**src/rtl/amc_pkg.sv**
```systemverilog
`timescale 1ns/1ps
package amc_pkg;

  typedef enum logic [1:0] {
    ST_IDLE,
    ST_STROBE,
    ST_GAP
  } amc_state_e;

  typedef struct packed {
    logic rom;
    logic wr;
    logic slow;
  } amc_op_t;

  function automatic int unsigned umax(input int unsigned a, input int unsigned b);
    return (a > b) ? a : b;
  endfunction

  // ceil(ns / period), never below one cycle
  function automatic int unsigned ns_to_cyc(input int unsigned ns, input int unsigned period_ps);
    int unsigned c;
    c = (ns * 1000 + period_ps - 1) / period_ps;
    return (c == 0) ? 1 : c;
  endfunction

  function automatic int unsigned gap_cyc(input int unsigned cycle, input int unsigned strobe);
    return (cycle > strobe + 1) ? (cycle - strobe) : 1;
  endfunction

endpackage

```
**src/rtl/amc_timer.sv**
```systemverilog
`timescale 1ns/1ps
module amc_timer #(
  parameter int unsigned TW = 6
) (
  input  logic          clk_i,
  input  logic          rst_ni,
  input  logic          load_i,
  input  logic [TW-1:0] val_i,
  output logic          zero_o
);

  logic [TW-1:0] cnt_q;

  always_ff @(posedge clk_i or negedge rst_ni) begin
    if (!rst_ni)          cnt_q <= '0;
    else if (load_i)      cnt_q <= val_i;
    else if (cnt_q != '0) cnt_q <= cnt_q - 1'b1;
  end

  assign zero_o = (cnt_q == '0);


  timer_hold_chk: assert property (@(posedge clk_i) disable iff (!rst_ni)
    (zero_o && !load_i) |=> zero_o);

endmodule

```
**src/rtl/amc_strobe_drv.sv**
```systemverilog
`timescale 1ns/1ps
module amc_strobe_drv (
  input  logic clk_i,
  input  logic rst_ni,
  input  logic start_i,
  input  logic rel_i,
  input  logic rom_i,
  input  logic wr_i,
  output logic rom_cs_no,
  output logic ram_cs_no,
  output logic oe_no,
  output logic we_no,
  output logic dq_oe_o
);

  // all pins registered: no decode glitches reach the memory
  always_ff @(posedge clk_i or negedge rst_ni) begin
    if (!rst_ni) begin
      rom_cs_no <= 1'b1;
      ram_cs_no <= 1'b1;
      oe_no     <= 1'b1;
      we_no     <= 1'b1;
      dq_oe_o   <= 1'b0;
    end else if (start_i) begin
      rom_cs_no <= !rom_i;
      ram_cs_no <= rom_i;
      oe_no     <= wr_i;
      we_no     <= !wr_i;
      dq_oe_o   <= wr_i;
    end else if (rel_i) begin
      rom_cs_no <= 1'b1;
      ram_cs_no <= 1'b1;
      oe_no     <= 1'b1;
      we_no     <= 1'b1;
      dq_oe_o   <= 1'b0;
    end
  end


  sel_excl_chk: assert property (@(posedge clk_i) disable iff (!rst_ni)
    (rom_cs_no || ram_cs_no));


  oe_we_excl_chk: assert property (@(posedge clk_i) disable iff (!rst_ni)
    (oe_no || we_no));


  rom_no_write_chk: assert property (@(posedge clk_i) disable iff (!rst_ni)
    !rom_cs_no |-> we_no);

endmodule

```
**src/rtl/amc_seq.sv**
```systemverilog
`timescale 1ns/1ps
module amc_seq import amc_pkg::*; #(
  parameter int unsigned TW   = 6,
  parameter int unsigned RD_F = 7,
  parameter int unsigned WR_F = 6,
  parameter int unsigned RG_F = 1,
  parameter int unsigned WG_F = 1,
  parameter int unsigned RD_S = 50,
  parameter int unsigned WR_S = 38,
  parameter int unsigned RG_S = 1,
  parameter int unsigned WG_S = 12
) (
  input  logic    clk_i,
  input  logic    rst_ni,
  input  logic    req_valid_i,
  input  logic    req_rom_i,
  input  logic    req_write_i,
  input  logic    req_slow_i,
  output logic    ready_o,
  output logic    start_o,
  output logic    rel_o,
  output logic    rom_wr_o,
  output amc_op_t op_o
);

  amc_state_e    state_q, state_d;
  amc_op_t       op_q;
  logic          accept, gap_end;
  logic          tmr_load, tmr_zero;
  logic [TW-1:0] tmr_val, strobe_len, gap_len;

  assign ready_o  = (state_q == ST_IDLE);
  assign accept   = req_valid_i && ready_o;
  assign rom_wr_o = accept && req_rom_i && req_write_i;
  assign start_o  = accept && !rom_wr_o;
  assign rel_o    = (state_q == ST_STROBE) && tmr_zero;
  assign gap_end  = (state_q == ST_GAP) && tmr_zero;

  always_comb begin
    case ({req_slow_i, req_write_i})
      2'b00:   strobe_len = TW'(RD_F - 1);
      2'b01:   strobe_len = TW'(WR_F - 1);
      2'b10:   strobe_len = TW'(RD_S - 1);
      default: strobe_len = TW'(WR_S - 1);
    endcase
  end

  always_comb begin
    case ({op_q.slow, op_q.wr})
      2'b00:   gap_len = TW'(RG_F - 1);
      2'b01:   gap_len = TW'(WG_F - 1);
      2'b10:   gap_len = TW'(RG_S - 1);
      default: gap_len = TW'(WG_S - 1);
    endcase
  end

  assign tmr_load = start_o || rel_o;
  assign tmr_val  = start_o ? strobe_len : gap_len;

  amc_timer #(.TW(TW)) u_timer (
    .clk_i  (clk_i),
    .rst_ni (rst_ni),
    .load_i (tmr_load),
    .val_i  (tmr_val),
    .zero_o (tmr_zero)
  );

  always_comb begin
    state_d = state_q;
    unique case (state_q)
      ST_IDLE:   if (start_o) state_d = ST_STROBE;
      ST_STROBE: if (rel_o)   state_d = ST_GAP;
      ST_GAP:    if (gap_end) state_d = ST_IDLE;
      default:                state_d = ST_IDLE;
    endcase
  end

  always_ff @(posedge clk_i or negedge rst_ni) begin
    if (!rst_ni) begin
      state_q <= ST_IDLE;
      op_q    <= '0;
    end else begin
      state_q <= state_d;
      if (start_o) op_q <= '{rom: req_rom_i, wr: req_write_i, slow: req_slow_i};
    end
  end

  assign op_o = op_q;


  gap_before_strobe_chk: assert property (@(posedge clk_i) disable iff (!rst_ni)
    (state_q == ST_GAP) |=> (state_q != ST_STROBE));


  busy_after_start_chk: assert property (@(posedge clk_i) disable iff (!rst_ni)
    start_o |=> !ready_o);

endmodule

```
**src/rtl/async_mem_ctrl.sv**
```systemverilog
`timescale 1ns/1ps
module async_mem_ctrl import amc_pkg::*; #(
  parameter int unsigned ADDR_W        = 18,
  parameter int unsigned DATA_W        = 8,
  parameter int unsigned CLK_PERIOD_PS = 10000,
  parameter int unsigned F_ACC_NS      = 70,
  parameter int unsigned F_OE_NS       = 35,
  parameter int unsigned F_RC_NS       = 70,
  parameter int unsigned F_WP_NS       = 60,
  parameter int unsigned F_CW_NS       = 60,
  parameter int unsigned F_DW_NS       = 30,
  parameter int unsigned F_WC_NS       = 70,
  parameter int unsigned S_ACC_NS      = 500,
  parameter int unsigned S_OE_NS       = 250,
  parameter int unsigned S_RC_NS       = 500,
  parameter int unsigned S_WP_NS       = 375,
  parameter int unsigned S_CW_NS       = 365,
  parameter int unsigned S_DW_NS       = 200,
  parameter int unsigned S_WC_NS       = 500
) (
  input  logic              clk_i,
  input  logic              rst_ni,
  input  logic              req_valid_i,
  input  logic              req_rom_i,
  input  logic              req_write_i,
  input  logic              req_slow_i,
  input  logic [ADDR_W-1:0] req_addr_i,
  input  logic [DATA_W-1:0] req_wdata_i,
  output logic              ready_o,
  output logic              done_o,
  output logic              err_o,
  output logic [DATA_W-1:0] rdata_o,
  output logic [ADDR_W-1:0] mem_addr_o,
  output logic              mem_rom_cs_no,
  output logic              mem_ram_cs_no,
  output logic              mem_oe_no,
  output logic              mem_we_no,
  output logic [DATA_W-1:0] mem_dq_o,
  output logic              mem_dq_oe_o,
  input  logic [DATA_W-1:0] mem_dq_i
);

  localparam int unsigned RD_F = ns_to_cyc(umax(F_ACC_NS, F_OE_NS), CLK_PERIOD_PS);
  localparam int unsigned WR_F = ns_to_cyc(umax(umax(F_WP_NS, F_CW_NS), F_DW_NS), CLK_PERIOD_PS);
  localparam int unsigned RG_F = gap_cyc(ns_to_cyc(F_RC_NS, CLK_PERIOD_PS), RD_F);
  localparam int unsigned WG_F = gap_cyc(ns_to_cyc(F_WC_NS, CLK_PERIOD_PS), WR_F);
  localparam int unsigned RD_S = ns_to_cyc(umax(S_ACC_NS, S_OE_NS), CLK_PERIOD_PS);
  localparam int unsigned WR_S = ns_to_cyc(umax(umax(S_WP_NS, S_CW_NS), S_DW_NS), CLK_PERIOD_PS);
  localparam int unsigned RG_S = gap_cyc(ns_to_cyc(S_RC_NS, CLK_PERIOD_PS), RD_S);
  localparam int unsigned WG_S = gap_cyc(ns_to_cyc(S_WC_NS, CLK_PERIOD_PS), WR_S);
  localparam int unsigned MAXC = umax(umax(umax(RD_F, WR_F), umax(RG_F, WG_F)),
                                      umax(umax(RD_S, WR_S), umax(RG_S, WG_S)));
  localparam int unsigned TW   = (MAXC < 2) ? 1 : $clog2(MAXC);

  amc_op_t           op;
  logic              start, rel, rom_wr;
  logic [ADDR_W-1:0] addr_q;
  logic [DATA_W-1:0] wdata_q, rdata_q;
  logic              done_q, err_q;

  amc_seq #(
    .TW(TW), .RD_F(RD_F), .WR_F(WR_F), .RG_F(RG_F), .WG_F(WG_F),
    .RD_S(RD_S), .WR_S(WR_S), .RG_S(RG_S), .WG_S(WG_S)
  ) u_seq (
    .clk_i       (clk_i),
    .rst_ni      (rst_ni),
    .req_valid_i (req_valid_i),
    .req_rom_i   (req_rom_i),
    .req_write_i (req_write_i),
    .req_slow_i  (req_slow_i),
    .ready_o     (ready_o),
    .start_o     (start),
    .rel_o       (rel),
    .rom_wr_o    (rom_wr),
    .op_o        (op)
  );

  amc_strobe_drv u_drv (
    .clk_i     (clk_i),
    .rst_ni    (rst_ni),
    .start_i   (start),
    .rel_i     (rel),
    .rom_i     (req_rom_i),
    .wr_i      (req_write_i),
    .rom_cs_no (mem_rom_cs_no),
    .ram_cs_no (mem_ram_cs_no),
    .oe_no     (mem_oe_no),
    .we_no     (mem_we_no),
    .dq_oe_o   (mem_dq_oe_o)
  );

  always_ff @(posedge clk_i or negedge rst_ni) begin
    if (!rst_ni) begin
      addr_q  <= '0;
      wdata_q <= '0;
      rdata_q <= '0;
      done_q  <= 1'b0;
      err_q   <= 1'b0;
    end else begin
      if (start) begin
        addr_q  <= req_addr_i;
        wdata_q <= req_wdata_i;
      end
      // sample on the edge that ends the window
      if (rel && !op.wr) rdata_q <= mem_dq_i;
      done_q <= rel || rom_wr;
      err_q  <= rom_wr;
    end
  end

  assign mem_addr_o = addr_q;
  assign mem_dq_o   = wdata_q;
  assign rdata_o    = rdata_q;
  assign done_o     = done_q;
  assign err_o      = err_q;


  addr_stable_chk: assert property (@(posedge clk_i) disable iff (!rst_ni)
    (!(mem_rom_cs_no && mem_ram_cs_no) && $past(!(mem_rom_cs_no && mem_ram_cs_no)))
      |-> $stable(mem_addr_o));


  rom_write_err_chk: assert property (@(posedge clk_i) disable iff (!rst_ni)
    (req_valid_i && ready_o && req_rom_i && req_write_i)
      |=> (done_o && err_o && mem_rom_cs_no && mem_ram_cs_no && mem_we_no));


  done_pulse_chk: assert property (@(posedge clk_i) disable iff (!rst_ni)
    (done_o && !err_o) |=> !done_o);


  release_busy_chk: assert property (@(posedge clk_i) disable iff (!rst_ni)
    $rose(mem_rom_cs_no && mem_ram_cs_no) |-> !ready_o);

endmodule

```
**config.mk**
```make
export PLATFORM = sky130hd
export DESIGN_NAME = async_mem_ctrl
export DESIGN_NICKNAME = d
export VERILOG_FILES = /design/src/rtl/amc_pkg.sv /design/src/rtl/amc_timer.sv /design/src/rtl/amc_strobe_drv.sv /design/src/rtl/amc_seq.sv /design/src/rtl/async_mem_ctrl.sv
export SDC_FILE = /design/constraint.sdc
export NUM_CORES = 1
export LEC_CHECK = 0
export BUFFER_PORTS_ARGS = -buffer_cell sky130_fd_sc_hd__buf_2
export CORE_MARGIN = 2
export CORE_UTILIZATION = 45
export CTS_CLUSTER_DIAMETER = 30
export DETAILED_ROUTE_END_ITERATION = 12
export GPL_ROUTABILITY_DRIVEN = 0
export PLACE_DENSITY_LB_ADDON = 0.15
export SLEW_MARGIN = 5
export SYNTH_ARGS = -nofsm -noshare
export SYNTH_HDL_FRONTEND = slang
export SYNTH_SLANG_ARGS = --single-unit
```
**constraint.sdc**
```tcl
create_clock -name clk_i -period 4.5 [get_ports clk_i]
set_input_delay 0.225 -clock clk_i [delete_from_list [all_inputs] [get_ports clk_i]]
set_output_delay 0.225 -clock clk_i [all_outputs]
set_load 0.01 [all_outputs]
```
Yosys cells after proc, flatten, opt, wreduce, memory -nomap -nowiden
Index checks and enable logic that the tools add are counted.
{"block": "word_totals", "regBits": 51, "latchBits": 0, "mem_bits_rw": 0, "mem_bits_ro": 0, "in_bits": 40, "out_inout_bits": 42, "wordCells": 62, "mem_count": 0}
{"block": "classes", "n_addsub": 1, "n_mul": 0, "div": 0, "magnitude_cmp": 0, "n_eq_ne": 9, "shift": 0, "muxes": 16, "bitwise": 0, "reduce_logical": 22}
{"operator": "$mux W6", "n": 3}
{"operator": "$pmux W6 S3", "n": 1}
{"operator": "$logic_and A1 B1 Y1", "n": 7}
{"operator": "$mux W1", "n": 7}
{"operator": "$eq A2 B1 Y1 const B", "n": 3}
{"operator": "$eq A2 B2 Y1 const B", "n": 3}
{"operator": "$logic_not A2 Y1", "n": 3}
{"operator": "$logic_not A6 Y1", "n": 1}
{"operator": "$mux W2", "n": 3}
{"operator": "$pmux W2 S3", "n": 1}
{"operator": "$reduce_bool A6 Y1", "n": 1}
{"operator": "$sub A6 B1 Y6 const B", "n": 1}
{"operator": "$logic_not A1 Y1", "n": 4}
{"operator": "$mux W4", "n": 1}
{"operator": "$ne A2 B2 Y1 const B", "n": 2}
{"operator": "$reduce_bool A2 Y1", "n": 2}
{"operator": "$reduce_and A3 Y1", "n": 1}
{"operator": "$reduce_or A3 Y1", "n": 1}
{"operator": "$logic_or A1 B1 Y1", "n": 2}
{"operator": "$ne A2 B1 Y1 const B", "n": 1}

Depth between registers and ports, before layout
Gate-level depths: netlist (run 1).
{"block": "depth", "ltp_word": 8, "depth_mapped": 7, "depth_no_buf": 6}

Modules after synthesis
A second synthesis (run 1) with hierarchy kept.
{"block": "hier_totals", "cells_unflattened": 166, "hier_area_um2": 2309.7}
{"module": "async_mem_ctrl", "n_inst": 1, "cells_each": 76, "area_each_um2": 1441.4, "seq_area_each_um2": 900.9}
{"module": "amc_timer", "n_inst": 1, "cells_each": 40, "area_each_um2": 400.4, "seq_area_each_um2": 150.1}
{"module": "amc_seq", "n_inst": 1, "cells_each": 35, "area_each_um2": 284.0, "seq_area_each_um2": 125.1}
{"module": "amc_strobe_drv", "n_inst": 1, "cells_each": 15, "area_each_um2": 183.9, "seq_area_each_um2": 130.1}

Least setup slack after synthesis (run 1)
No wires, ideal clock.
{"block": "synth_path", "kind": "reg-to-reg", "from": "reg u_seq.u_timer.cnt_q[0]", "to": "reg rdata_q[0] (netlist: rdata_o[0])", "arrival_ns": 2.035, "t_required_ns": 4.375, "slack_ns": 2.340, "path_stages_with_launch": 7, "n_path_buf": 0, "synth_period_minus_slack_ns": 2.160, "cell_sequence": "dfrtp_1 > inv_1 > ha_1 > or3b_4 > or3_4 > nor3_4 > mux2_2"}
{"block": "synth_via", "elab_chain_len": 3}
{"item": "from (decl)", "line_no": "amc_timer.sv:12", "source": "logic [TW-1:0] cnt_q;"}
{"item": "from (signal assigned)", "line_no": "amc_timer.sv:16", "source": "else if (load_i) cnt_q <= val_i;"}
{"item": "from (signal assigned)", "line_no": "amc_timer.sv:17", "source": "else if (cnt_q != '0) cnt_q <= cnt_q - 1'b1;"}
{"item": "$logic_not A6 Y1", "line_no": "amc_timer.sv:20", "source": "assign zero_o = (cnt_q == '0);"}
{"item": "$logic_and A1 B1 Y1", "line_no": "amc_seq.sv:36", "source": "assign rel_o = (state_q == ST_STROBE) && tmr_zero;"}
{"item": "$logic_and A1 B1 Y1", "line_no": "async_mem_ctrl.sv:105", "source": "if (rel && !op.wr) rdata_q <= mem_dq_i;"}
{"item": "to (signal assigned)", "line_no": "async_mem_ctrl.sv:105"}
{"item": "to (decl)", "line_no": "async_mem_ctrl.sv:58", "source": "logic [DATA_W-1:0] wdata_q, rdata_q;"}
Every way passes these cells.
A chain may end at the register's enable or synchronous reset.

Worst setup path after layout (run 1)
{"block": "layout_path", "from": "reg u_seq.u_timer.cnt_q[0]", "to": "reg rdata_q[5] (netlist: rdata_o[5])"}
Same word-level chain as after synthesis.

==> results of run 1 <==
synthesized netlist by cell type (2+ instances only):
library cell               number  area share, %
sky130_fd_sc_hd__nand2_1       84             15
sky130_fd_sc_hd__dfrtp_1       47             56
sky130_fd_sc_hd__nor2_1         9            1.6
sky130_fd_sc_hd__mux2_2         8            4.3
sky130_fd_sc_hd__a21oi_1        7            1.7
sky130_fd_sc_hd__clkbuf_1       5           0.90
sky130_fd_sc_hd__nor3_1         5            1.2
sky130_fd_sc_hd__dfstp_2        4            5.0
sky130_fd_sc_hd__buf_2          3           0.72
sky130_fd_sc_hd__inv_1          3           0.54
sky130_fd_sc_hd__nor3b_1        3            1.1
sky130_fd_sc_hd__o21ai_0        3           0.72
sky130_fd_sc_hd__a21o_1         2           0.72
sky130_fd_sc_hd__nand2b_1       2           0.60
sky130_fd_sc_hd__nor2b_1        2           0.60
sky130_fd_sc_hd__xnor2_1        2           0.84
routing by layer:
| layer | global-route usage (%) | up-vias |
|---|---|---|
| met3 | 5.56 | 4 |
| met4 | 3.77 | 0 |
| li1 | - | 842 |
| met1 | 22.0 | 791 |
| met5 | 0 | - |
| met2 | 29.9 | 44 |
area by class of cell:
type,count,area [µm²],share of cell area (%)
multi-input combinational,145,759,28.6
timing repair buffer,83,420,15.8
clock inverter,2,35.0,1.32
tap,52,65.1,2.45
clock buffer,6,82.6,3.11
inverter,3,11.3,0.424
sequential,51,1280,48.3
stage by stage:
stage / hold slack [ns] / power (mW)
2_1_floorplan: -0.0706 / 1.23
3_3_place_gp: 0.381 / 1.49
3_5_place_dp: 0.379 / 1.50
4_1_cts: 0.0505 / 1.83
5_1_grt: 0.0707 / 1.95
6_report: 0.0285 / 1.80
where the power goes:
group	switching (mW)	internal, mW	total, mW
Combinational	0.366	0.309	0.675
Sequential	0.127	0.680	0.807
Clock	0.142	0.180	0.322
cells in the final DEF, fill, tap and decap left out, types with 2 or more instances in the layout:
cell type / instances
sky130_fd_sc_hd__nand2_1: 84
sky130_fd_sc_hd__buf_2: 81
sky130_fd_sc_hd__dfrtp_1: 47
sky130_fd_sc_hd__nor2_1: 9
sky130_fd_sc_hd__mux2_2: 8
sky130_fd_sc_hd__a21oi_1: 6
sky130_fd_sc_hd__clkbuf_8: 6
sky130_fd_sc_hd__nor3_1: 5
sky130_fd_sc_hd__dfstp_2: 4
sky130_fd_sc_hd__inv_1: 3
sky130_fd_sc_hd__nor3b_1: 3
sky130_fd_sc_hd__o21ai_0: 3
sky130_fd_sc_hd__nand2b_1: 2
sky130_fd_sc_hd__a21o_1: 2
sky130_fd_sc_hd__xnor2_1: 2
sky130_fd_sc_hd__nor2b_1: 2
sky130_fd_sc_hd__buf_4: 2
sequential cells by signal, summed over array words and instances (netlist names):
| register | cells |
|---|---|
| u_drv.dq_oe_o | 1 |
| mem_addr_o | 18 |
| rdata_o | 8 |
| u_seq.op_o | 2 |
| err_o | 1 |
| done_o | 1 |
| u_drv.oe_no | 1 |
| u_seq.u_timer.cnt_q | 6 |
| mem_dq_o | 8 |
| u_drv.ram_cs_no | 1 |
| u_drv.we_no | 1 |
| u_seq.state_q | 2 |
| u_drv.rom_cs_no | 1 |
kinds of logic (layout without fill, tap and decap cells):
logic type,after synthesis,after routing
DFF,51,51
muxes,8,8
AOI/OAI and AO/OA,21,21
buffers and inverters,11,94
adders and majority gates,1,1
and+or+nand+nor,113,113
xor gates and xnor gates,2,2
worst register-to-register path, stage by stage, from the launching register on:
cell and delay [ns]:
sky130_fd_sc_hd__dfrtp_1 0.40, sky130_fd_sc_hd__inv_1 0.08, sky130_fd_sc_hd__ha_1 0.19, sky130_fd_sc_hd__or3b_4 0.41
sky130_fd_sc_hd__or3_4 0.37, sky130_fd_sc_hd__nor3_4 0.39, sky130_fd_sc_hd__mux2_2 0.39
worst max path at each step:
| stage | cells after the start | slack (ns) | startpoint | endpoint |
|---|---|---|---|---|
| 2_1_floorplan | 6 | 2.34 | u_seq.u_timer.cnt_q[0] | rdata_o[0] |
| 3_3_place_gp | 6 | 2.21 | u_seq.u_timer.cnt_q[0] | rdata_o[0] |
| 3_5_place_dp | 6 | 2.16 | u_seq.u_timer.cnt_q[0] | rdata_o[5] |
| 4_1_cts | 6 | 2.15 | u_seq.u_timer.cnt_q[0] | rdata_o[5] |
| 5_1_grt | 6 | 2.02 | u_seq.u_timer.cnt_q[0] | rdata_o[0] |
| 6_report | 6 | 2.15 | u_seq.u_timer.cnt_q[0] | rdata_o[5] |
==> out/results.md, run 1 <==
| Result | Reported |
| --- | --- |
| Result of the run | finished, final reports clean |
| Post-CTS setup repair buffer count | 0 |
| Worst EP arrival | 2.53 ns |
| Tightest slew margin relative to the limit | 26.3% |
| Std cell rows | 24 |
| Initial Utilization | 47.2% |
| Drt first-iter violations | 86 |
| Post-synthesis cell type count | 34 |
| Insertion delay to the later sink of the worst-skew pair | 0.29 ns |
| Worst path cell trace | inv_1 -> ha_1 -> or3b_4 -> or3_4 -> nor3_4 -> mux2_2 |
| Post-route worst setup slack | 2.15 ns |
| Worst clock skew | 0.00659 ns |
| Number of port buffers | 81 |
| Met3 routed WL | 231 µm |
| Post-route core utilization | 60.1% |
| Worst-path fanout max | 8 |
| Compound-Gate Fraction of Synth Area | 6.73% |
| Routed WL | 4300 µm |
| Total clock buffers created by CTS | 5 |
| Synthesized instance count | 207 |
| Number of iterations in the first detailed-routing pass | 4 |
| Top_reg_cell synth | sky130_fd_sc_hd__dfrtp_1 |
| FMAX | 0.426 GHz |
| Nets in the synthesized netlist | 248 |
| Min Tclk post-route | 2.35 ns |
| Total of flip-flops plus latches after synthesis | 51 |
| Post-route cell area | 2660 µm² |
| Core area | 4410 µm² |
| Max Slew Vio Count | 0 |
| Max-cap violations | 0 |
| Number of global-route vias before repair | 1608 |
| Count of unresolved DRC violations after routing | 0 |
| Worst-path clk slew | 0.09 ns |
| RSZ-0062 raised after global routing | false |
| Die Y | 72.0 µm |
| Ratio of cells with drive above 1 in the final layout | 37.6% |
| Met1 layer wirelength in the final routing | 1890 µm |
| Setup slack of the most critical reg-to-reg path | 2.15 ns |
| Number of nets in the final layout | 330 |
| Number of antenna-violating nets in the routed design | 0 |
| Hold Fails Final Rpt | 0 |
| Longest Clk Path Bufs | 2 |
| Hold-fix buffers at CTS | 0 |
| Routed length per placed instance | 12.6 µm |
| Number of enable flip-flop cells after synthesis | 0 |
| Synth warnings | 0 |
| Die area | 5190 µm² |
| Startpoint types | register |
| CTS root buffer | sky130_fd_sc_hd__clkbuf_8 |
| Reg-to-reg endpoint | rdata_o[5] |
| Post-place instance area | 2540 µm² |
| Delay of the slowest cell on the worst path | 0.41 ns |
| GR Overflow Total | 0 |
| Cell at the slowest stage of the critical path | sky130_fd_sc_hd__or3b_4 |
| Share of async-settable or async-resettable flops after synthesis | 100% |
| Buf/Inv on CP | 1 |
| Leakage power | 1.45 nW |
| HPWL after DPL | 3030 µm |
| Combinational family with the most area after synthesis | simple AND/OR/NAND/NOR gates |
| Largest net degree at the start of global routing | 52 |
| Post-synthesis mux area share | 4.33% |
| Number of standard cells in the layout, taps in and fillers out | 342 |
| VDD IR-drop max | 0.000393 V |
| Routed length on met2 | 2140 µm |
| Share of synthesized area occupied by flip-flops and latches | 61.5% |
| Number of cells in the design after placement | 334 |
| TritonCTS sink count | 51 |
| Adder-Cell Fraction of Synth Area | 0.601% |
| Antenna violations before repair | 0 |
| Worst setup slack before clock tree synthesis | 2.16 ns |
| Per-cell via count in the routed design | 4.92 |
| Area overhead of the layout relative to synthesis | 27.5% |
| Number of ports placed on the die boundary | 82 |
| Crit. End Element | register |
| Pwr per Cell Area | 679 nW/µm² |
| Synthesized area divided by synthesized cell count | 10.1 µm² |
| Worst R2R Start | u_seq.u_timer.cnt_q[0] |
| Global-route wire length before repair | 7100 µm |
| Global router's overall resource usage | 17.5% |
| Length in cells of the worst reg-to-reg path | 6 |
| Fin crit share | 52.1% |
| Filler cell count | 374 |
| Slew at the pin closest to its max-slew limit | 1.11 ns |
| Post-synthesis share of cell area spent on and, or, nand and nor gates | 23.8% |
| Post-synthesis instance area | 2080 µm² |
| Worst EP required | 4.68 ns |
| Top routing layer in use | met4 |
| Post-CTS Resized | 0 |
| Xor/xnor share of the synthesized area | 0.841% |
| Largest delay share family, worst path | simple AND/OR/NAND/NOR gates |
| Width of the die | 72.0 µm |
| Ant. Diodes | 0 |
| H-tree lvl count | 2 |
| Start-to-end type of the worst setup path | reg -> reg |
| CTS tree | built |
| Final setup violation count | 0 |
| Total Negative Setup Slacks | 0 ns |
| Via count | 1681 |
| Path category of the worst min-delay check | in -> async |
(Power assumes the default switching activity.)
==> run 2: changes to the inputs <==
==> constraint.sdc (replaced) <==
create_clock -name clk_i -period 2.3 [get_ports clk_i]
set_input_delay 0.115 -clock clk_i [delete_from_list [all_inputs] [get_ports clk_i]]
set_output_delay 0.115 -clock clk_i [all_outputs]
set_load 0.01 [all_outputs]
==> out/results.md, run 2 (synthesis results as in run 1) <==
| Result | Reported |
| --- | --- |
| Result of the run | finished, final reports clean |
| GR Overflow Total | 0 |
| Total clock buffers created by CTS | 5 |
| Worst clock skew | 0.00655 ns |
| Number of port buffers | 81 |
| Pwr per Cell Area | 1240 nW/µm² |
| Tightest slew margin relative to the limit | 63.7% |
| Startpoint of the most critical setup path | u_seq.u_timer.cnt_q[1] |
| Global router's overall resource usage | 20.4% |
| Buf/Inv on CP | 2 |
| Number of ports placed on the die boundary | 82 |
| Routed length per placed instance | 13.3 µm |
| Drt first-iter violations | 141 |
| Worst hold start | req_wdata_i[1] |
| Flip-flop count of the largest register, all copies and words added | 18 |
| HPWL after DPL | 3250 µm |
| Max-cap violations | 0 |
| Number of antenna-violating nets in the routed design | 0 |
| Fin crit share | 98.0% |
| Worst R2R Start | u_seq.u_timer.cnt_q[1] |
| Longest Clk Path Bufs | 2 |
| Largest delay share family, worst path | simple AND/OR/NAND/NOR gates |
| Per-cell via count in the routed design | 4.88 |
| Total Negative Setup Slacks | 0 ns |
| Routed WL | 4980 µm |
| TritonCTS sink count | 51 |
| Path category of the worst min-delay check | in -> reg |
| Number of nets in the final layout | 361 |
| Worst path cell trace | inv_1 -> ha_4 -> or3b_4 -> or3_4 -> nor3_4 -> buf_12 -> mux2_2 |
| Ant. Diodes | 0 |
| Ratio of cells with drive above 1 in the final layout | 37.4% |
| Worst-path clk slew | 0.10 ns |
| Start-to-end type of the worst setup path | reg -> reg |
| PnR Total Power | 3.69 mW |
| Insertion delay to the later sink of the worst-skew pair | 0.31 ns |
| Final setup violation count | 0 |
| Max Slew Vio Count | 0 |
| Area overhead of the layout relative to synthesis | 43.1% |
| Die Y | 72.0 µm |
| Cell at the slowest stage of the critical path | sky130_fd_sc_hd__dfrtp_1 |
| Count of unresolved DRC violations after routing | 0 |
| Commonest cells after routing, fill and taps aside | sky130_fd_sc_hd__nand2_1 (84), sky130_fd_sc_hd__buf_2 (81), sky130_fd_sc_hd__dfrtp_1 (47), sky130_fd_sc_hd__dlygate4sd3_1 (22) |
| Min Tclk post-route | 2.25 ns |
| FMAX | 0.444 GHz |
| Largest net degree at the start of global routing | 39 |
| Crit. End Element | register |
| Worst EP required | 2.49 ns |
| Global-route wire length before repair | 8200 µm |
| Core area | 4410 µm² |
| Filler cell count | 361 |
| Most frequent standard cell in the layout excluding fill and tap cells | sky130_fd_sc_hd__nand2_1 |
| Initial Utilization | 47.2% |
| H-tree lvl count | 2 |
| Hold Fails Final Rpt | 0 |
| CTS tree | built |
| Width of the die | 72.0 µm |
| Number of iterations in the first detailed-routing pass | 4 |
| VDD IR-drop max | 0.000528 V |
| Slew at the pin closest to its max-slew limit | 0.544 ns |
| Delay of the slowest cell on the worst path | 0.42 ns |
| Antenna violations before repair | 0 |
| Total area of multi-input combinational cells | 772 µm² |
| Die area | 5190 µm² |
| Std cell rows | 24 |
| Area of all sequential standard cells | 1280 µm² |
| Number of global-route vias before repair | 1832 |
| Worst EP arrival | 2.45 ns |
| Post-route core utilization | 67.5% |
| Leakage power | 1.59 nW |
| Worst-path fanout max | 8 |
| Via count | 1822 |
| CTS root buffer | sky130_fd_sc_hd__clkbuf_8 |
| Startpoint types | register |
-- run 2: layout make-up --
class / instances / area share, %
clock inverters: 3 / 1.60
well taps: 52 / 2.18
multi-input cells: 145 / 25.9
flip-flops and latches: 51 / 43.0
repair buffers: 114 / 24.6
inverters: 3 / 0.378
clock buffers: 5 / 2.31
-- run 2: routing by layer --
layer,vias up,part of all wire (%),global-route usage [%]
met5,-,0,0
met4,0,1.6,7.76
met3,9,4.9,4.17
met2,60,52,34.5
met1,852,41,25.9
li1,901,-,-
-- run 2: worst paths after layout --
check / endpoint / slack, ns / depth (start not counted)
setup reg to reg: rdata_o[3] / 0.05 / 7
setup / recovery: rdata_o[3] / 0.05 / 7
max in group asynchronous: u_drv.we_no / 1.31 / 3
hold / removal: mem_dq_o[1] / 0.006 / 3
hold reg to reg: mem_addr_o[8] / 0.48 / 2
min in group asynchronous: u_seq.state_q[1] / 0.32 / 2
-- run 2: through the flow --
step                hold slack [ns]  worst slack, ns  area (µm²)  instances
floorplan                    -0.181            0.140        2080        207
global placement              0.133           0.0394        2590        339
detailed placement            0.137          -0.0338        2590        339
CTS                         0.00122          0.00239        2920        369
global route                0.00215          -0.0103        2980        373
finish                      0.00639           0.0465        2980        373
-- run 2: repair_timing --
item | 4_1_cts | 5_1_grt
pin swaps | 1 | 2
setup endpoints to repair | 8 | 8
setup buffers | 0 | 4
resized for setup | 0 | 3
endpoints found under the hold margin | 41 | 0
hold buffers | 22 | 0
-- run 2: power breakdown --
| part | switching (mW) | internal, mW | leakage [nW] |
|---|---|---|---|
| clock | 0.307 | 0.330 | 0.0587 |
| combinational | 0.756 | 0.697 | 0.892 |
| sequential | 0.267 | 1.33 | 0.634 |
| total | 1.33 | 2.36 | 1.59 |
-- run 2: worst reg2reg max path, cell delays in order (launching register included) --
cell and delay, ns:
sky130_fd_sc_hd__dfrtp_1 0.42, sky130_fd_sc_hd__inv_1 0.10, sky130_fd_sc_hd__ha_4 0.14, sky130_fd_sc_hd__or3b_4 0.38, sky130_fd_sc_hd__or3_4 0.41, sky130_fd_sc_hd__nor3_4 0.22, sky130_fd_sc_hd__buf_12 0.14, sky130_fd_sc_hd__mux2_2 0.32
==> run 3: changes to the inputs <==
--- a/config.mk
+++ b/config.mk
@@ -6,6 +6,7 @@
 export NUM_CORES = 1
 export LEC_CHECK = 0
 export BUFFER_PORTS_ARGS = -buffer_cell sky130_fd_sc_hd__buf_2
+export CORE_ASPECT_RATIO = 2
 export CORE_MARGIN = 2
 export CORE_UTILIZATION = 45
 export CTS_CLUSTER_DIAMETER = 30
==> out/results.md, run 3 (synthesis results as in run 1) <==
| Result | Reported |
| --- | --- |
| Hold Fails Final Rpt | 0 |
| Max-cap violations | 0 |
| Total clock buffers created by CTS | 5 |
| Result of the run | finished, final reports clean |
| Insertion delay to the later sink of the worst-skew pair | 0.31 ns |
| Width of the die | 52.1 µm |
| Std cell rows | 35 |
| Startpoint of the most critical setup path | u_seq.u_timer.cnt_q[0] |
| Max Slew Vio Count | 0 |
| Fin Hold WS | 0.00418 ns |
| Pwr per Cell Area | 1210 nW/µm² |
| Die area | 5220 µm² |
| Core area | 4510 µm² |
| Global router's overall resource usage | 20.5% |
| Worst EP arrival | 2.42 ns |
| Count of unresolved DRC violations after routing | 0 |
| Via count | 1823 |
| Routed WL | 4920 µm |
| Post-route worst setup slack | 0.0789 ns |
| Longest Clk Path Bufs | 2 |
| GR Overflow Total | 0 |
| Sink of the worst hold path | mem_dq_o[1] |
| Global-route wire length before repair | 8020 µm |
| Number of iterations in the first detailed-routing pass | 4 |
| Ant. Diodes | 0 |
| Global Route met3 Usage | 4.61% |
| Worst R2R Start | u_seq.u_timer.cnt_q[0] |
| Per-cell via count in the routed design | 4.93 |
| Fin crit share | 96.6% |
| Post-route core utilization | 64.0% |
| RSZ-0062 raised after global routing | false |
| Number of nets in the final layout | 355 |
| Final setup violation count | 0 |
| Setup slack of the most critical reg-to-reg path | 0.08 ns |
| Path category of the worst min-delay check | in -> reg |
| Length in cells of the worst reg-to-reg path | 7 |
| Post-CTS Resized | 0 |
| VDD IR-drop max | 0.000846 V |
| Die Y | 100 µm |
| H-tree lvl count | 2 |
| Initial Utilization | 46.2% |
| CTS tree | built |
| FMAX | 0.450 GHz |
| Flip-flop count of the largest register, all copies and words added | 18 |
| Worst setup slack before clock tree synthesis | 0.0496 ns |
| Startpoint types | register |
| Post-CTS setup repair buffer count | 0 |
| Most frequent standard cell in the layout excluding fill and tap cells | sky130_fd_sc_hd__nand2_1 |
| Global Route met1 Usage | 24.9% |
| Post-place instance area | 2610 µm² |
| Routed length per placed instance | 13.3 µm |
| Start-to-end type of the worst setup path | reg -> reg |
| Ratio of cells with drive above 1 in the final layout | 36.5% |
| Number of antenna-violating nets in the routed design | 0 |
| Area overhead of the layout relative to synthesis | 38.8% |
| Commonest cells after routing, fill and taps aside | sky130_fd_sc_hd__nand2_1 (84), sky130_fd_sc_hd__buf_2 (81), sky130_fd_sc_hd__dfrtp_1 (47), sky130_fd_sc_hd__dlygate4sd3_1 (19), sky130_fd_sc_hd__nor2_1 (9) |
| Slew at the pin closest to its max-slew limit | 0.532 ns |
| GRT Max-Usage Layer | met2 |
| Min Tclk post-route | 2.22 ns |
| TritonCTS sink count | 51 |
| Number of global-route vias before repair | 1807 |
| Number of port buffers | 81 |
| Tightest slew margin relative to the limit | 64.6% |
| Routing usage on met2 | 34.9% |
| Worst hold start | req_wdata_i[1] |
| HPWL after DPL | 3500 µm |
| Drt first-iter violations | 34 |
| Largest net degree at the start of global routing | 25 |
| Worst EP required | 2.50 ns |
| Reg-to-reg endpoint | rdata_o[1] |
| Number of cells in the design after placement | 343 |
| CTS root buffer | sky130_fd_sc_hd__clkbuf_8 |
| Antenna violations before repair | 0 |
| Post-route cell area | 2890 µm² |
| Worst-path fanout max | 8 |
| Worst clock skew | 0.00340 ns |
| Number of ports placed on the die boundary | 82 |
| Leakage power | 1.55 nW |
| Number of standard cells in the layout, taps in and fillers out | 370 |
| PnR Total Power | 3.50 mW |
| Crit. End Element | register |
| Total Negative Setup Slacks | 0 ns |
| Worst-path clk slew | 0.09 ns |
| Hold path cells | 3 |
run 3: cell types whose count changed in the layout (fill, tap and decap cells not counted):
| cell | change |
|---|---|
| sky130_fd_sc_hd__dlygate4sd3_1 | -3 |
| sky130_fd_sc_hd__bufinv_16 | -1 |
| sky130_fd_sc_hd__buf_4 | -3 |
| sky130_fd_sc_hd__inv_2 | -1 |
| sky130_fd_sc_hd__ha_1 | +1 |
| sky130_fd_sc_hd__clkinv_4 | -1 |
| sky130_fd_sc_hd__ha_4 | -1 |
| sky130_fd_sc_hd__inv_1 | +1 |
| sky130_fd_sc_hd__clkinv_2 | +2 |
run 3: area by class of cell:
type	instances	area [µm²]
Fill cell	368	1620
Sequential cell	51	1280
Multi-Input combinational cell	145	759
Timing Repair Buffer	108	681
Clock buffer	5	68.8
Tap cell	55	68.8
Clock inverter	3	18.8
Inverter	3	11.3
run 3: metal layers:
layer  wire [µm]  part of all wire, %  vias up
met5           0                    0        -
met2        2590                   53       64
met1        1940                   39      862
met4          61                  1.2        0
li1            -                    -      891
met3         333                  6.8        6
run 3: how the worst max path moves through the flow:
stage / endpoint / cells after the start / slack (ns)
after floorplan: rdata_o[0] / 6 / 0.14
after global placement: rdata_o[1] / 7 / 0.11
after detailed placement: rdata_o[1] / 7 / 0.05
after CTS: rdata_o[1] / 7 / 0.04
after global routing: rdata_o[6] / 7 / 0.009
final: rdata_o[1] / 7 / 0.08
run 3: report_power, final:
part	switching, mW	internal (mW)
combinational	0.738	0.659
sequential	0.260	1.33
clock	0.300	0.215
run 3: repair_timing:
item	CTS	global route
endpoints found under the setup margin	0	8
hold endpoints to repair	39	1
hold buffers	18	1
run 3: worst max-delay path: stages (launching register included):
cell                      delay [ns]
sky130_fd_sc_hd__dfrtp_1        0.41
sky130_fd_sc_hd__inv_1          0.09
sky130_fd_sc_hd__ha_1           0.19
sky130_fd_sc_hd__or3b_4         0.41
sky130_fd_sc_hd__or3_4          0.38
sky130_fd_sc_hd__nor3_4         0.16
sky130_fd_sc_hd__buf_12         0.15
sky130_fd_sc_hd__mux2_2         0.32
